<file path="src/rtl/pwr_route_pkg.sv">
package pwr_route_pkg;
  localparam int AUX_W   = 2;
  localparam int NUM_SEC = 3;
  localparam int SEC_IF  = 0;
  localparam int SEC_RF  = 1;
  localparam int SEC_REF = 2;

  typedef enum logic [AUX_W-1:0] {
    AUX_RSV_A = 2'b00,
    AUX_LOW   = 2'b01,
    AUX_RSV_B = 2'b10,
    AUX_LOCK  = 2'b11
  } aux_sel_e;

  typedef struct packed {
    logic     auto_on;
    logic     if_on;
    logic     rf_on;
    logic     band_rf2;
    aux_sel_e aux_sel;
  } pwr_cfg_t;
endpackage

</file>
<file path="src/rtl/pwr_cfg_store.sv">
module pwr_cfg_store
  import pwr_route_pkg::*;
(
  input  logic             clk,
  input  logic             rst_n,
  input  logic             cfg_wr,
  input  logic             cfg_auto,
  input  logic [AUX_W-1:0] cfg_aux_sel,
  input  logic             pd_wr,
  input  logic             pd_if_on,
  input  logic             pd_rf_on,
  input  logic             nrf1_wr,
  input  logic             nrf2_wr,
  output pwr_cfg_t         cfg_q
);
  // Writes are accepted regardless of the power-down pin.
  always_ff @(posedge clk or negedge rst_n) begin
    if (!rst_n) begin
      cfg_q.auto_on  <= 1'b0;
      cfg_q.if_on    <= 1'b0;
      cfg_q.rf_on    <= 1'b0;
      cfg_q.band_rf2 <= 1'b0;
      cfg_q.aux_sel  <= AUX_LOW;
    end else begin
      if (cfg_wr) begin
        cfg_q.auto_on <= cfg_auto;
        cfg_q.aux_sel <= aux_sel_e'(cfg_aux_sel);
      end
      if (pd_wr) begin
        cfg_q.if_on <= pd_if_on;
        cfg_q.rf_on <= pd_rf_on;
      end
      // RF2 strobe has priority when both divider writes coincide.
      if (nrf2_wr)      cfg_q.band_rf2 <= 1'b1;
      else if (nrf1_wr) cfg_q.band_rf2 <= 1'b0;
    end
  end
endmodule

</file>
<file path="src/rtl/pwr_gate.sv">
module pwr_gate
  import pwr_route_pkg::*;
#(
  parameter int N_SEC = NUM_SEC
) (
  input  logic             clk,
  input  logic             rst_n,
  input  logic             pwr_pin_n,
  input  pwr_cfg_t         cfg_q,
  output logic             if_en,
  output logic             rf_en,
  output logic             ref_en,
  output logic             rf1_en,
  output logic             rf2_en,
  output logic [N_SEC-1:0] sec_start
);
  logic [N_SEC-1:0] sec_en;
  logic [N_SEC-1:0] sec_en_q;

  always_comb begin
    if_en  = pwr_pin_n & (cfg_q.auto_on | cfg_q.if_on);
    rf_en  = pwr_pin_n & (cfg_q.auto_on | cfg_q.rf_on);
    ref_en = if_en | rf_en;
    rf1_en = rf_en & ~cfg_q.band_rf2;
    rf2_en = rf_en &  cfg_q.band_rf2;
    sec_en = '0;
    sec_en[SEC_IF]  = if_en;
    sec_en[SEC_RF]  = rf_en;
    sec_en[SEC_REF] = ref_en;
  end

  for (genvar g = 0; g < N_SEC; g++) begin : g_rise
    always_ff @(posedge clk or negedge rst_n) begin
      if (!rst_n) sec_en_q[g] <= 1'b0;
      else        sec_en_q[g] <= sec_en[g];
    end
    assign sec_start[g] = sec_en[g] & ~sec_en_q[g];
  end
endmodule

</file>
<file path="src/rtl/aux_route.sv">
module aux_route
  import pwr_route_pkg::*;
(
  input  aux_sel_e sel,
  input  logic     lock_fail,
  output logic     aux_out
);
  always_comb begin
    unique case (sel)
      AUX_LOCK: aux_out = lock_fail;
      default:  aux_out = 1'b0;
    endcase
  end
endmodule

</file>
<file path="src/rtl/pwr_route_ctrl.sv">
module pwr_route_ctrl
  import pwr_route_pkg::*;
(
  input  logic             clk,
  input  logic             rst_n,
  input  logic             pwr_pin_n,
  input  logic             cfg_wr,
  input  logic             cfg_auto,
  input  logic [AUX_W-1:0] cfg_aux_sel,
  input  logic             pd_wr,
  input  logic             pd_if_on,
  input  logic             pd_rf_on,
  input  logic             nrf1_wr,
  input  logic             nrf2_wr,
  input  logic             lock_fail,
  output logic             if_en,
  output logic             rf_en,
  output logic             ref_en,
  output logic             rf_band_sel,
  output logic             rf1_en,
  output logic             rf2_en,
  output logic             aux_out,
  output logic             if_start,
  output logic             rf_start,
  output logic             ref_start
);
  pwr_cfg_t           cfg_q;
  logic [NUM_SEC-1:0] sec_start;

  pwr_cfg_store u_store (
    .clk(clk), .rst_n(rst_n),
    .cfg_wr(cfg_wr), .cfg_auto(cfg_auto), .cfg_aux_sel(cfg_aux_sel),
    .pd_wr(pd_wr), .pd_if_on(pd_if_on), .pd_rf_on(pd_rf_on),
    .nrf1_wr(nrf1_wr), .nrf2_wr(nrf2_wr),
    .cfg_q(cfg_q)
  );

  pwr_gate #(.N_SEC(NUM_SEC)) u_gate (
    .clk(clk), .rst_n(rst_n), .pwr_pin_n(pwr_pin_n), .cfg_q(cfg_q),
    .if_en(if_en), .rf_en(rf_en), .ref_en(ref_en),
    .rf1_en(rf1_en), .rf2_en(rf2_en), .sec_start(sec_start)
  );

  aux_route u_aux (
    .sel(cfg_q.aux_sel), .lock_fail(lock_fail), .aux_out(aux_out)
  );

  assign rf_band_sel = cfg_q.band_rf2;
  assign if_start    = sec_start[SEC_IF];
  assign rf_start    = sec_start[SEC_RF];
  assign ref_start   = sec_start[SEC_REF];
endmodule

</file>
<file path="config.mk">
export PLATFORM = sky130hd
export DESIGN_NAME = pwr_route_ctrl
export DESIGN_NICKNAME = d
export VERILOG_FILES = /design/src/rtl/pwr_route_pkg.sv /design/src/rtl/pwr_cfg_store.sv /design/src/rtl/pwr_gate.sv /design/src/rtl/aux_route.sv /design/src/rtl/pwr_route_ctrl.sv
export SDC_FILE = /design/constraint.sdc
export NUM_CORES = 1
export LEC_CHECK = 0
export ABC_AREA = 1
export BUFFER_PORTS_ARGS = -buffer_cell sky130_fd_sc_hd__buf_2
export CAP_MARGIN = 0
export CORE_AREA = 2 2 39 41
export CTS_CLUSTER_DIAMETER = 100
export DETAILED_ROUTE_END_ITERATION = 10
export DIE_AREA = 0 0 41 43
export GPL_ROUTABILITY_DRIVEN = 0
export GPL_TIMING_DRIVEN = 0
export HOLD_SLACK_MARGIN = 0.05
export PLACE_DENSITY_LB_ADDON = 0.12
export SLEW_MARGIN = 10
export SYNTH_ARGS = -nofsm -noshare
export SYNTH_HDL_FRONTEND = slang
export SYNTH_SLANG_ARGS = --single-unit
</file>
<file path="constraint.sdc">
create_clock -name clk -period 0.9 [get_ports clk]
set_input_delay 0.045 -clock clk [delete_from_list [all_inputs] [get_ports clk]]
set_output_delay 0.045 -clock clk [all_outputs]
set_load 0.02 [all_outputs]
</file>
# Yosys cells after proc, flatten, opt, wreduce, memory -nomap -nowiden
# Cells that the tools add are included.
# Widths: inputs -> output; s select.
dict set report classes {
  muxes 3
  n_eq_ne 1
  n_reduce_logical 1
  bitwise 14
}
# op count
set op_table {}
lappend op_table {{$and 1x1->1} 7}
lappend op_table {{$not 1->1} 4}
lappend op_table {{$mux 1} 3}
lappend op_table {{$or 1x1->1} 3}
lappend op_table {{$eq 2x2->1 const B} 1}
lappend op_table {{$reduce_bool 2->1} 1}
dict set report word_totals {
  in_bits 13
  ff_bits 9
  out_inout_bits 10
}

# Logic depth before layout (Yosys ltp)
dict set report depth {
  ltp_word 4
  ltp_mapped 2
  ltp_nobuf 2
}

# Cells and area by module
# A second synthesis with hierarchy kept.
dict set report hier_totals {
  hier_cells 44
  area_unflattened_um2 364.1
}
# module area_each_um2 instances cells_per_inst
set modules_own_cells {}
lappend modules_own_cells {pwr_cfg_store 230.2 1 27}
lappend modules_own_cells {pwr_gate 120.1 1 14}
lappend modules_own_cells {aux_route 13.8 1 3}

# Worst setup path after synthesis
# No wires, ideal clock.
dict set report synth_timing {
  kind {reg2reg}
  start {register, netlist name u_store.cfg_q[5]}
  end {register u_gate.sec_en_q[2]}
  path_buffers 0
  synth_period_minus_slack_ps 985
  arrival_ps 806
  setup_ps 179
  slack_ps -85
  path_stages_with_launch 3
  path_cell_list {dfrtp_1 o21ai_2 nand2_1}
}
dict set report synth_via {
  elab_chain_cells 3
}
# element line_no
set synth_rtl {}
lappend synth_rtl {{$or 1x1->1, on equally long branches} {pwr_gate.sv:21, pwr_gate.sv:22}}
lappend synth_rtl {{$and 1x1->1, on equally long branches} {pwr_gate.sv:21, pwr_gate.sv:22}}
lappend synth_rtl {{$or 1x1->1 *} pwr_gate.sv:23} ;# ref_en = if_en | rf_en;
lappend synth_rtl {{net ref_en} pwr_route_ctrl.sv:18} ;# output logic ref_en,
lappend synth_rtl {{end signal, assigned by index} pwr_gate.sv:35} ;# else sec_en_q[g] <= sec_en[g];
lappend synth_rtl {{end, declared} pwr_gate.sv:18} ;# logic [N_SEC-1:0] sec_en_q;
# Mark *: on every way through the listed nets, which the timed path passes. The rest lies on a longest branch.
# A chain may end at the register's enable or synchronous reset.

# Worst setup path after layout
dict set report layout_timing {
  start {register, netlist name u_store.cfg_q[5]}
  end {output port if_en}
}
dict set report layout_via {
  elab_chain_cells 2
}
# element line_no
set layout_rtl {}
lappend layout_rtl {{$or 1x1->1} pwr_gate.sv:21} ;# if_en = pwr_pin_n & (cfg_q.auto_on | cfg_q.if_on);
lappend layout_rtl {{$and 1x1->1} pwr_gate.sv:21}
lappend layout_rtl {{end, declared} pwr_route_ctrl.sv:16} ;# output logic if_en,
# No other way between the ends.

==> results <==
- The mapped netlist covers 360 µm².
- The count of input and output buffers is 22.
- After synthesis, the cell types taking the most area are sky130_fd_sc_hd__dfrtp_1 56%, sky130_fd_sc_hd__inv_1 8.3%, sky130_fd_sc_hd__dfstp_2 7.3%.
- The initial cell density of the core is 0.260.
- The clock passes through at most 2 buffers.
- The die is 43 µm tall.
- Compared with the post-synthesis result, the final layout area differs by 87.2%.
- The number of antenna violations at the first check in global routing is 0.
- Of the total power, the clock network draws 0.287.
- The final layout contains routed wiring with a total length of 794 µm.
- Setup violations remaining at the end of the flow were counted as 10.
- Detailed placement ended at an HPWL of 559 µm.
- The clock reaches the later pin of the worst-skew pair after 0.25 ns.
- The final non-filler cell total is 92.
- Clock-pin slew was measured on the worst setup and hold paths at 0.06 ns.
- During I/O placement, the number of pins put on the boundary was 23.
- In this run the worst path has a maximum fanout of 4.
- The data arrival time of the critical path is 1.16 ns.
- The path category of the worst min-delay check is in2reg.
- The number of violations reported at the end of detailed-routing iteration 0 is 0.
- The total number of nets in the final design is 90.
- The part of the total power dissipated in combinational logic is 0.257.
- The TritonCTS clock tree is built.
- On the final layout, the worst hold slack is 0.117 ns.
- The wire length per cell is 8.63 µm.
- In the routed layout, each cell is associated on average with a via count of 4.08.
- The top-area cell type share of the netlist area is 0.556.
- Dividing the final minimum period by the clock period gives 1.34.
- The number of placed cells counting well taps is 76.
- For the pin with the worst max-slew slack, the measured transition is 0.244 ns.
- From left edge to right edge, the die measures 41 µm.
- The total congestion overflow is 0.
- The antenna diode count is 0.
- For this run, the detailed router's first-pass iteration total came to 1.
- The floorplan core area is 1380 µm².
- The share of total power consumed by net switching is 0.272.
- Data on the critical path is required at its endpoint by 0.85 ns.
- By startpoint and endpoint, the worst setup path is classified as reg2out.
- The sequential cell fraction of total power is 0.456.
- The share of synthesized flip-flops with an asynchronous set or reset is 1.00.
- Once detail routing completed, the nets flagged for antenna violations numbered 0.
- The overall power after layout is 1.02 mW.
- The kind of capture point of the worst setup path is an output port.
- Counting flops and latches in the post-synthesis netlist gives 9.
- The power per cell area is 1520 nW/µm².
- During synthesis, Yosys emitted a total of 0 warnings.
- For this design the total switching power over the nets is 0.279 mW.
- The worst setup path is launched from a register.
- The worst max-slew margin expressed relative to the limit is 0.837.
- The post-layout minimum cycle time is 1.20 ns.
- The number of nets in the synthesized netlist is 51.
- The count of endpoints failing hold in the final timing report is 0.
- The clock drives 9 sinks.
- The wire length of the first global-routing pass is 1230 µm.
- The commonest cells after synthesis are 8 x sky130_fd_sc_hd__dfrtp_1, 8 x sky130_fd_sc_hd__inv_1, 7 x sky130_fd_sc_hd__nand2_1, 5 x sky130_fd_sc_hd__nor2_1, 4 x sky130_fd_sc_hd__o21ai_1.
- The average footprint of a synthesized cell is 9.48 µm².
- For this block, the via count after detailed routing is 375.
- The final reports fail on negative setup slack.
- The flow ran to the end, but the final reports show violations.
- Setup repair after global routing could not meet its margin everywhere.
- The worst-case IR drop observed on VDD is 1.17 mV.
- The cell leakage power is 0.358 nW.
- The root buffer cell chosen for the clock tree is sky130_fd_sc_hd__clkbuf_4.
- The aggregate global-route resource usage is 0.109.
- After detailed routing, the number of remaining DRC violations is 0.
- The post-synthesis instance total is 38.
- The worst clock skew is 0.00126 ns.
- The total number of H-tree levels is 1.
- The row count is 14.
- The highest clock frequency the design can meet is 831 MHz.
- The CTS buffer count is 3.
- The largest single stage delay on the critical path is 0.42 ns.
- After layout, the worst setup slack is -0.303 ns.
- The fraction of layout cells with a size suffix above 1 is 0.461.
- Summed over all instances, the cell type with the most area after synthesis is sky130_fd_sc_hd__dfrtp_1.
- The via count of the first global-routing pass is 341.
- The most used flip-flop cell after synthesis is sky130_fd_sc_hd__dfrtp_1.
- The number of different library cells used by synthesis comes to 10.
- The floorplan die area is 1760 µm².
- The reg2reg setup slack is -0.09 ns.
- The signal on the critical path passes through o21ai_2 > inv_1 > buf_2.
- The final max-slew violation count came to 0.
- Max-cap violations in this run came to 0.
- The part of the Yosys area used for sequential elements is 0.628.
- The slowest library cell on the worst path is sky130_fd_sc_hd__dfrtp_1.
- Entering global routing, the biggest net connects 10 pins.
- The cell-internal power is 0.746 mW.
- The number of enable-type register cells in the synthesized netlist is 0.
[registers in the layout, summed over array words and instances, names as in the netlist]
register and count:
u_gate.sec_en_q 3, u_store.cfg_q 6
[worst max-delay path, delay by kind of cell, from the launching register on]
family	cells	cell delay, ns
AO/OA/AOI/OAI	1	0.24
buffers and inverters	2	0.25
flip-flops	1	0.42
[worst paths after layout]
check | end | startpoint | cells past startpoint
max reg2reg | u_gate.sec_en_q[2]$_DFF_PN0_ | u_store.cfg_q[3]$_DFFE_PN0P_ | 3
min | u_gate.sec_en_q[1]$_DFF_PN0_ | pwr_pin_n | 3
max | if_en | u_store.cfg_q[5]$_DFFE_PN0P_ | 3
min in group asynchronous | u_store.cfg_q[5]$_DFFE_PN0P_ | rst_n | 2
min reg2reg | u_store.cfg_q[0]$_DFFE_PN1P_ | u_store.cfg_q[0]$_DFFE_PN1P_ | 2
max in group asynchronous | u_store.cfg_q[0]$_DFFE_PN1P_ | rst_n | 2
[metrics by stage]
| step | cell area [µm²] | setup TNS (ns) | util | worst slack [ns] |
|---|---|---|---|---|
| 2_1_floorplan | 370 | -0.0430 | - | -0.0327 |
| 3_3_place_gp | 500 | -0.166 | 0.362 | -0.0460 |
| 3_5_place_dp | 500 | -0.219 | 0.362 | -0.0671 |
| 4_1_cts | 657 | -2.67 | 0.475 | -0.321 |
| 5_1_grt | 674 | -3.27 | 0.487 | -0.374 |
| 6_report | 674 | -2.50 | 0.487 | -0.303 |
[power by group through the flow]
stage          logic (mW)  registers [mW]  clock network [mW]
6_report            0.263           0.467               0.294
3_5_place_dp        0.194           0.474                   0
2_1_floorplan       0.108           0.474                   0
4_1_cts             0.254           0.466               0.316
3_3_place_gp        0.192           0.472                   0
5_1_grt             0.293           0.472               0.334
[area by class of cell]
cell class                      count  area [µm²]
Fill cell                         127         709
Timing Repair Buffer               34         253
Sequential cell                     9         226
Multi-Input combinational cell     21         119
Inverter                            8        30.0
Clock buffer                        4        26.3
Tap cell                           16        20.0
[routing by layer]
metal | global-route usage | routed length (µm)
met1 | 0.0993 | 326
met2 | 0.178 | 411
met3 | 0.0785 | 57
met4 | 0.0400 | 0
met5 | 0 | 0
[layout by cell type, fill, tap and decap left out, types with 2 or more instances in the layout]
cell	Yosys	final
sky130_fd_sc_hd__nand2_1	7	5
sky130_fd_sc_hd__dlygate4sd3_1	0	10
sky130_fd_sc_hd__clkbuf_4	0	3
sky130_fd_sc_hd__nand2_2	0	2
sky130_fd_sc_hd__buf_6	0	4
sky130_fd_sc_hd__inv_1	8	7
sky130_fd_sc_hd__buf_4	0	3
sky130_fd_sc_hd__nor2_1	5	4
sky130_fd_sc_hd__o21ai_1	4	4
sky130_fd_sc_hd__buf_2	0	17
sky130_fd_sc_hd__dfrtp_1	8	8
[cells by family (layout without fill, tap and decap cells)]
| group | Yosys count | count (layout) | share of synthesized area |
|---|---|---|---|
| buffers and inverters | 8 | 46 | 0.0833 |
| AND/OR/NAND/NOR | 12 | 12 | 0.125 |
| flip-flops | 9 | 9 | 0.628 |
| AO/OA/AOI/OAI | 9 | 9 | 0.163 |
[what timing repair did]
item / CTS / global route
hold endpoints to repair: 15 / 0
resized for setup: 5 / 6
buffers inserted: 2 / 0
hold buffers: 10 / 0
endpoints found under the setup margin: 9 / 11
pin swaps: 1 / 1
Power figures use the tool's default switching activity.
